==> config.mk <==
export PLATFORM = sky130hd
export DESIGN_NAME = stc_timer_cmp
export DESIGN_NICKNAME = d
export VERILOG_FILES = /design/src/rtl/stc_pkg.sv /design/src/rtl/stc_csr_dec.sv /design/src/rtl/stc_csr_bank.sv /design/src/rtl/stc_cmp.sv /design/src/rtl/stc_timer_cmp.sv
export SDC_FILE = /design/constraint.sdc
export NUM_CORES = 1
export LEC_CHECK = 0
export ABC_CLOCK_PERIOD_IN_PS = 4850
export BUFFER_PORTS_ARGS = -buffer_cell sky130_fd_sc_hd__buf_2
export CAP_MARGIN = 20
export CORE_ASPECT_RATIO = 1.1
export CORE_UTILIZATION = 40
export CTS_CLUSTER_SIZE = 20
export DETAILED_ROUTE_END_ITERATION = 10
export PLACE_DENSITY = 0.61
export REMOVE_ABC_BUFFERS = 1
export SLEW_MARGIN = 30
export SYNTH_ARGS = -nofsm -noshare
export SYNTH_HDL_FRONTEND = slang
export SYNTH_SLANG_ARGS = --single-unit
==> constraint.sdc <==
create_clock -name clk_i -period 4.85 [get_ports clk_i]
set_clock_uncertainty 0.2 [all_clocks]
set_input_delay 0.7275 -clock clk_i [delete_from_list [all_inputs] [get_ports clk_i]]
set_output_delay 0.7275 -clock clk_i [all_outputs]
set_load 0.005 [all_outputs]
==> src/rtl/stc_pkg.sv <==
package stc_pkg;

    localparam int unsigned ADDR_W = 12;

    localparam logic [ADDR_W-1:0] ADDR_SCMP_LO  = 12'h14D;
    localparam logic [ADDR_W-1:0] ADDR_SCMP_HI  = 12'h15D;
    localparam logic [ADDR_W-1:0] ADDR_VCMP_LO  = 12'h24D;
    localparam logic [ADDR_W-1:0] ADDR_VCMP_HI  = 12'h25D;
    localparam logic [ADDR_W-1:0] ADDR_DELTA_LO = 12'h64A;
    localparam logic [ADDR_W-1:0] ADDR_DELTA_HI = 12'h65A;

    localparam int unsigned NREG = 3;

    typedef enum logic [1:0] {
        SEL_SCMP  = 2'd0,
        SEL_VCMP  = 2'd1,
        SEL_DELTA = 2'd2,
        SEL_NONE  = 2'd3
    } reg_sel_e;

    typedef struct packed {
        logic     hit;
        logic     hi;
        reg_sel_e sel;
    } csr_dec_t;

endpackage

==> src/rtl/stc_csr_dec.sv <==
module stc_csr_dec
    import stc_pkg::*;
(
    input  logic [ADDR_W-1:0] addr_i,
    output csr_dec_t          dec_o
);

    always_comb begin
        dec_o = '{hit: 1'b0, hi: 1'b0, sel: SEL_NONE};
        unique case (addr_i)
            ADDR_SCMP_LO:  dec_o = '{hit: 1'b1, hi: 1'b0, sel: SEL_SCMP};
            ADDR_SCMP_HI:  dec_o = '{hit: 1'b1, hi: 1'b1, sel: SEL_SCMP};
            ADDR_VCMP_LO:  dec_o = '{hit: 1'b1, hi: 1'b0, sel: SEL_VCMP};
            ADDR_VCMP_HI:  dec_o = '{hit: 1'b1, hi: 1'b1, sel: SEL_VCMP};
            ADDR_DELTA_LO: dec_o = '{hit: 1'b1, hi: 1'b0, sel: SEL_DELTA};
            ADDR_DELTA_HI: dec_o = '{hit: 1'b1, hi: 1'b1, sel: SEL_DELTA};
            default:       dec_o = '{hit: 1'b0, hi: 1'b0, sel: SEL_NONE};
        endcase
    end

endmodule

==> src/rtl/stc_csr_bank.sv <==
module stc_csr_bank
    import stc_pkg::*;
#(
    parameter int unsigned TIME_W = 64,
    parameter int unsigned CSR_W  = 32
) (
    input  logic              clk_i,
    input  logic              rst_ni,
    input  csr_dec_t          dec_i,
    input  logic              we_i,
    input  logic [CSR_W-1:0]  wdata_i,
    output logic [CSR_W-1:0]  rdata_o,
    output logic [TIME_W-1:0] scmp_o,
    output logic [TIME_W-1:0] vcmp_o,
    output logic [TIME_W-1:0] delta_o
);

    localparam int unsigned HALF_W = TIME_W / 2;

    typedef struct packed {
        logic [NREG-1:0][TIME_W-1:0] regs;
    } bank_t;

    bank_t                       bank_d, bank_q;
    bank_t                       bank_rst;
    logic [NREG-1:0]             wr_lo, wr_hi;
    logic [NREG-1:0][CSR_W-1:0]  rd_half;
    logic [NREG-1:0]             rd_sel;

    for (genvar g = 0; g < NREG; g++) begin : g_reg
        localparam reg_sel_e SEL = reg_sel_e'(g);

        // compare values idle at all ones, the offset idles at zero
        if (SEL == SEL_DELTA) begin : g_zero
            assign bank_rst.regs[g] = '0;
        end else begin : g_ones
            assign bank_rst.regs[g] = '1;
        end

        assign rd_sel[g]  = dec_i.hit && (dec_i.sel == SEL);
        assign wr_lo[g]   = we_i && rd_sel[g] && !dec_i.hi;
        assign wr_hi[g]   = we_i && rd_sel[g] &&  dec_i.hi;
        assign rd_half[g] = dec_i.hi ? bank_q.regs[g][TIME_W-1:HALF_W]
                                     : bank_q.regs[g][HALF_W-1:0];
    end

    always_comb begin
        bank_d = bank_q;
        for (int i = 0; i < NREG; i++) begin
            if (wr_lo[i]) begin
                bank_d.regs[i][HALF_W-1:0] = wdata_i;
            end
            if (wr_hi[i]) begin
                bank_d.regs[i][TIME_W-1:HALF_W] = wdata_i;
            end
        end
    end

    always_ff @(posedge clk_i or negedge rst_ni) begin
        if (!rst_ni) begin
            bank_q <= bank_rst;
        end else begin
            bank_q <= bank_d;
        end
    end

    always_comb begin
        rdata_o = '0;
        for (int i = 0; i < NREG; i++) begin
            if (rd_sel[i]) begin
                rdata_o = rd_half[i];
            end
        end
    end

    assign scmp_o  = bank_q.regs[SEL_SCMP];
    assign vcmp_o  = bank_q.regs[SEL_VCMP];
    assign delta_o = bank_q.regs[SEL_DELTA];

endmodule

==> src/rtl/stc_cmp.sv <==
module stc_cmp #(
    parameter int unsigned TIME_W = 64
) (
    input  logic              clk_i,
    input  logic              rst_ni,
    input  logic [TIME_W-1:0] time_i,
    input  logic [TIME_W-1:0] offset_i,
    input  logic [TIME_W-1:0] cmp_i,
    output logic              pend_o
);

    typedef struct packed {
        logic pend;
    } cmp_state_t;

    cmp_state_t        state_d, state_q;
    logic [TIME_W-1:0] view_time;

    always_comb begin
        // sum is kept to TIME_W bits, so it wraps modulo 2^TIME_W
        view_time     = time_i + offset_i;
        state_d.pend  = (view_time >= cmp_i);
    end

    always_ff @(posedge clk_i or negedge rst_ni) begin
        if (!rst_ni) begin
            state_q <= '0;
        end else begin
            state_q <= state_d;
        end
    end

    assign pend_o = state_q.pend;

endmodule

==> src/rtl/stc_timer_cmp.sv <==
module stc_timer_cmp
    import stc_pkg::*;
#(
    parameter int unsigned TIME_W = 64,
    parameter int unsigned CSR_W  = 32
) (
    input  logic              clk_i,
    input  logic              rst_ni,
    input  logic [TIME_W-1:0] time_i,
    input  logic [ADDR_W-1:0] csr_addr_i,
    input  logic              csr_we_i,
    input  logic [CSR_W-1:0]  csr_wdata_i,
    output logic [CSR_W-1:0]  csr_rdata_o,
    output logic              stip_o,
    output logic              vstip_o
);

    csr_dec_t          dec;
    logic [TIME_W-1:0] scmp_w, vcmp_w, delta_w;

    stc_csr_dec i_dec (
        .addr_i (csr_addr_i),
        .dec_o  (dec)
    );

    stc_csr_bank #(
        .TIME_W (TIME_W),
        .CSR_W  (CSR_W)
    ) i_bank (
        .clk_i   (clk_i),
        .rst_ni  (rst_ni),
        .dec_i   (dec),
        .we_i    (csr_we_i),
        .wdata_i (csr_wdata_i),
        .rdata_o (csr_rdata_o),
        .scmp_o  (scmp_w),
        .vcmp_o  (vcmp_w),
        .delta_o (delta_w)
    );

    stc_cmp #(
        .TIME_W (TIME_W)
    ) i_cmp_s (
        .clk_i    (clk_i),
        .rst_ni   (rst_ni),
        .time_i   (time_i),
        .offset_i ('0),
        .cmp_i    (scmp_w),
        .pend_o   (stip_o)
    );

    stc_cmp #(
        .TIME_W (TIME_W)
    ) i_cmp_v (
        .clk_i    (clk_i),
        .rst_ni   (rst_ni),
        .time_i   (time_i),
        .offset_i (delta_w),
        .cmp_i    (vcmp_w),
        .pend_o   (vstip_o)
    );

endmodule

==> results.md <==
Run status:
- The run finished with clean final reports.

Worst setup path:
- In this run the critical register-to-register path is captured at i_cmp_v.pend_o.
- Grouping stages by cell kind, the critical path spends the most delay in compound AO/OA/AOI/OAI gates.
- At the worst endpoint, the required time is about 5000 ps.
- In this design, the stage delay of the slowest critical-path cell is 360 ps.
- Among all stages on the critical path, the largest delay is contributed by sky130_fd_sc_hd__dfrtp_1.
- The source of the worst register-to-register timing path is i_bank.delta_o[0].
- The capture point of the worst path is i_cmp_v.pend_o.
- The signal on the critical path passes through ha_1, inv_1, fa_2, nor2b_2, o2111ai_4, a211oi_2, buf_4, buf_4, nor2_1, o21ai_0, nand3_1, and2_1, o21ai_0, xor2_1, ha_1, a21o_1, a21oi_1, o21ai_0, a21oi_1, nand2_1, a21oi_1, nand4_1.
- The classification of the worst setup path is flip-flop to flip-flop.
- The worst register-to-register path has a depth of 22.
- The worst setup path is launched from a flip-flop.
- In this run the worst path has a maximum fanout of 3.
- Together, buffers and inverters on the worst path number 3.
- The critical path starts at i_bank.delta_o[0].
- The type of destination of the critical path is a flip-flop.
- The logic depth of the worst setup path including buffers is 22.
- The data arrival time of the critical path is 4770 ps.
- The slack of the worst reg-to-reg path is 230 ps.

Flow run:
- The reported max-cap violation count is 0.

Worst hold path:
- In this run the worst hold path is classified as flip-flop to flip-flop.
- The startpoint identified for the worst hold timing path is i_bank.delta_o[44].

Global routing:
- The number of global-route vias before repair was 13461.
- The total congestion overflow after global routing is 0.
- The global-route usage over all layers is 0.247.
- The routing usage on met1 is 0.321.
- For met2 alone, demand over resource in global routing was 0.412.
- The global routing usage on met3 is 0.0341.
- The global-route wire length before repair is about 75000 um.
- The initial antenna violation count is 1.
- Entering global routing, the biggest net connects 103 pins.
- The most heavily used metal layer in global routing is met2.

Yosys:
- For this run, the register share of the synthesized area comes to 0.320.
- The share of synthesized flip-flops with an asynchronous set or reset is 1.00.
- The number of cells produced by synthesis is 1575.
- The share of synthesized area in the top cell type comes to 0.215.
- The commonest register cell after synthesis is sky130_fd_sc_hd__dfstp_2.
- For this run, the number of Yosys warnings is 0.
- The summed instance area of the synthesized netlist is 15700 um^2.
- The synthesized netlist contains 64 unique library cells.
- Yosys mapped a number of flops with a built-in enable equal to 0.
- The total of flip-flops plus latches after synthesis is ~190.
- Summed over all instances, the cell type with the most area after synthesis is sky130_fd_sc_hd__dfstp_2.
- The average instance in the mapped netlist occupies 9.95 um^2.
- Sorting the synthesized cells by how often they occur yields sky130_fd_sc_hd__mux2_2 (211), sky130_fd_sc_hd__ha_1 (191), sky130_fd_sc_hd__inv_1 (151), sky130_fd_sc_hd__dfstp_2 (128), sky130_fd_sc_hd__a21oi_1 (111).
- In the post-synthesis netlist, the cell with the most instances is sky130_fd_sc_hd__mux2_2.
- After synthesis, the cell types taking the most area are sky130_fd_sc_hd__dfstp_2 (21%), sky130_fd_sc_hd__ha_1 (15%), sky130_fd_sc_hd__mux2_2 (15%), sky130_fd_sc_hd__dfrtp_1 (11%), sky130_fd_sc_hd__mux2i_1 (4.9%).

Detailed routing:
- In the routed design, unresolved DRC markers number 0.
- The final wirelength is 48400 um.
- After detailed routing, the average wire length per cell comes to just over 20 um.
- The total via count after detailed routing is ~13000.
- The first routing iteration left 537 violations.
- After detailed routing, the number of vias per cell comes to 5.48.
- The number of detailed-routing iterations run before antenna repair is 4.
- The count of nets left with antenna violations once routing finished came out at 0.

Clock network:
- The worst-skew pair later-pin latency is 480 ps.
- The CTS tree is built.
- The total number of clock tree sinks is 194.
- The number of H-tree branching levels is 4.
- The maximum number of buffers from clock root to sink is 2.
- The number of clock buffers added by TritonCTS is 17.
- After clock tree synthesis, the clock-pin slew on the worst setup and hold paths is 80 ps.
- The tree is rooted in a sky130_fd_sc_hd__clkbuf_16.

Placed design:
- At the end of routability-driven placement, the weighted congestion stood at ~0.91.
- The post-placement cell count is 2364.
- During placement, the flow inserted port buffers numbering roughly 140.
- Detailed placement finished with a half-perimeter wire length of 38800 um.

Timing:
- The slew at the pin closest to its max-slew limit is 854 ps.
- Measured against its own limit, the worst slew margin works out to 0.430.
- Setup violations remaining at the end of the flow were counted as 0.
- The post-route minimum period is 4620 ps.
- Of the available clock period, the critical path in the final layout requires 0.952.
- Static timing analysis puts the maximum clock frequency at approximately 0.22 GHz.
- Setup repair after global routing could not meet its margin everywhere.
- The final count of hold timing violations is 0.
- The final max-slew violation count was 0.

Final layout:
- Excluding fillers, the count of instances in the completed layout stands at around 2400.
- The net count reported at finish is ~2200.
- From synthesis to final layout, the design area changed by 22.2%.
- The proportion of layout cells with a drive suffix above 1 is 0.405.
- 0 antenna diodes ended up in the layout.

Die:
- The initial utilization of the core area, before any placement, comes to 0.408.
- The full die area is 40000 um^2.
- The region available for standard cell placement spans 38400 um^2.
- In this run the core area contains 75 standard-cell rows.
- In this run the count of I/O pins placed on the die edge is approximately 150.
- The x dimension of the die is between 150 and 200 um.
- The die outline height is 210 um.

Power:
- The total power is about 0.0036 W.
- Summed over all nets, the switching power comes to between 0.001 and 0.0015 W.
- The portion of total power attributed to sequential cells is 0.459.
- The largest vdd supply drop is around 0.26 mV.
- The leakage power is 9.15 nW.
- Of the total power, the share spent switching nets is 0.287.
- Of the total power, combinational logic draws 0.153.
- Internal power comes to between 0.002 and 0.003 W.
- The clock network power share is 0.388.
- For this design the ratio of total power to cell area is roughly 190 nW/um^2.
==> state kept, by name, summed over array words and instances (netlist names) <==
name and flops:
i_bank.delta_o 64, i_bank.scmp_o 64, i_bank.vcmp_o 64, i_cmp_s.pend_o 1, i_cmp_v.pend_o 1
==> worst reg2reg max path: stages, from the launching register on <==
cell and delay (ps):
sky130_fd_sc_hd__dfrtp_1 360, sky130_fd_sc_hd__ha_1 180, sky130_fd_sc_hd__inv_1 60, sky130_fd_sc_hd__fa_2 360, sky130_fd_sc_hd__nor2b_2 190, sky130_fd_sc_hd__o2111ai_4 160, sky130_fd_sc_hd__a211oi_2 310, sky130_fd_sc_hd__buf_4 160
sky130_fd_sc_hd__buf_4 90, sky130_fd_sc_hd__nor2_1 60, sky130_fd_sc_hd__o21ai_0 260, sky130_fd_sc_hd__nand3_1 110, sky130_fd_sc_hd__and2_1 180, sky130_fd_sc_hd__o21ai_0 250, sky130_fd_sc_hd__xor2_1 200, sky130_fd_sc_hd__ha_1 270
sky130_fd_sc_hd__a21o_1 170, sky130_fd_sc_hd__a21oi_1 210, sky130_fd_sc_hd__o21ai_0 200, sky130_fd_sc_hd__a21oi_1 190, sky130_fd_sc_hd__nand2_1 70, sky130_fd_sc_hd__a21oi_1 180, sky130_fd_sc_hd__nand4_1 100
==> metal layers <==
layer	part of all wire	vias to the layer above
met2	0.48	242
met4	0.032	0
met3	0.031	76
met1	0.46	6473
met5	0	-
li1	-	6387
==> final cells by class <==
| cell class | count | area, um^2 |
|---|---|---|
| Inverter | 151 | 567 |
| Fill cell | 3631 | 19200 |
| Tap cell | 500 | 626 |
| Sequential cell | 194 | 5010 |
| Multi-Input combinational cell | 1173 | 10000 |
| Clock buffer | 18 | 429 |
| Timing Repair Buffer | 355 | 2350 |
| Clock inverter | 14 | 120 |
==> metrics by stage <==
step	util	worst slack, ps	hold slack, ps	TNS [ps]	area [um^2]
2_1_floorplan	-	103	232	0	15400
3_3_place_gp	0.478	-492	316	-492	18400
3_5_place_dp	0.478	-572	325	-572	18400
4_1_cts	0.494	31.2	325	0	18900
5_1_grt	0.499	-39.9	355	-39.9	19200
6_report	0.499	234	340	0	19200
==> power groups by stage <==
| stage | clock network, W | logic, W | registers, W |
|---|---|---|---|
| 6_report | 0.00139 | 0.000547 | 0.00164 |
| 5_1_grt | 0.00147 | 0.000609 | 0.00164 |
| 4_1_cts | 0.00142 | 0.000540 | 0.00164 |
| 3_5_place_dp | 0 | 0.000535 | 0.00167 |
| 3_3_place_gp | 0 | 0.000527 | 0.00167 |
| 2_1_floorplan | 0 | 0.000247 | 0.00167 |
==> kinds of logic (layout without fill, tap and decap cells) <==
logic type / count (synthesis) / after routing / share of synthesized area
mux: 287 / 287 / 0.200
buf+inv: 208 / 538 / 0.0521
xor+xnor: 60 / 60 / 0.0335
simple gates: 268 / 268 / 0.0872
fa+ha+maj: 192 / 192 / 0.154
compound gates: 366 / 366 / 0.153
flops: 194 / 194 / 0.320
==> timing repair <==
action,4_1_cts,5_1_grt
setup endpoints to repair,1,1
hold buffers,1,0
pin swaps,3,28
gates resized for setup,7,37
hold endpoints to repair,4,0
setup buffers,1,8
==> worst min-delay path by stage <==
stage / to / slack (ps) / cells after the start
3_5_place_dp: i_bank.delta_o[44] / 330 / 1
6_report: i_bank.delta_o[44] / 340 / 1
2_1_floorplan: i_bank.delta_o[0] / 230 / 0
4_1_cts: i_bank.scmp_o[53] / 320 / 2
5_1_grt: i_bank.scmp_o[53] / 350 / 2
3_3_place_gp: i_bank.delta_o[50] / 320 / 1
==> cells in the final DEF (no fill, tap or decap), drive strengths merged, types with 18 or more instances in the layout <==
master,count
mux2i,76
xor2,19
nor2b,18
dfrtp,66
xnor2,41
ha,191
nand4,40
o21ai,53
a21oi,114
o22ai,22
a21o,83
nand3,27
inv,159
clkbuf,19
mux2,211
dfstp,128
nand2,70
nor2,51
buf,353
Power figures use the tool's default switching activity.
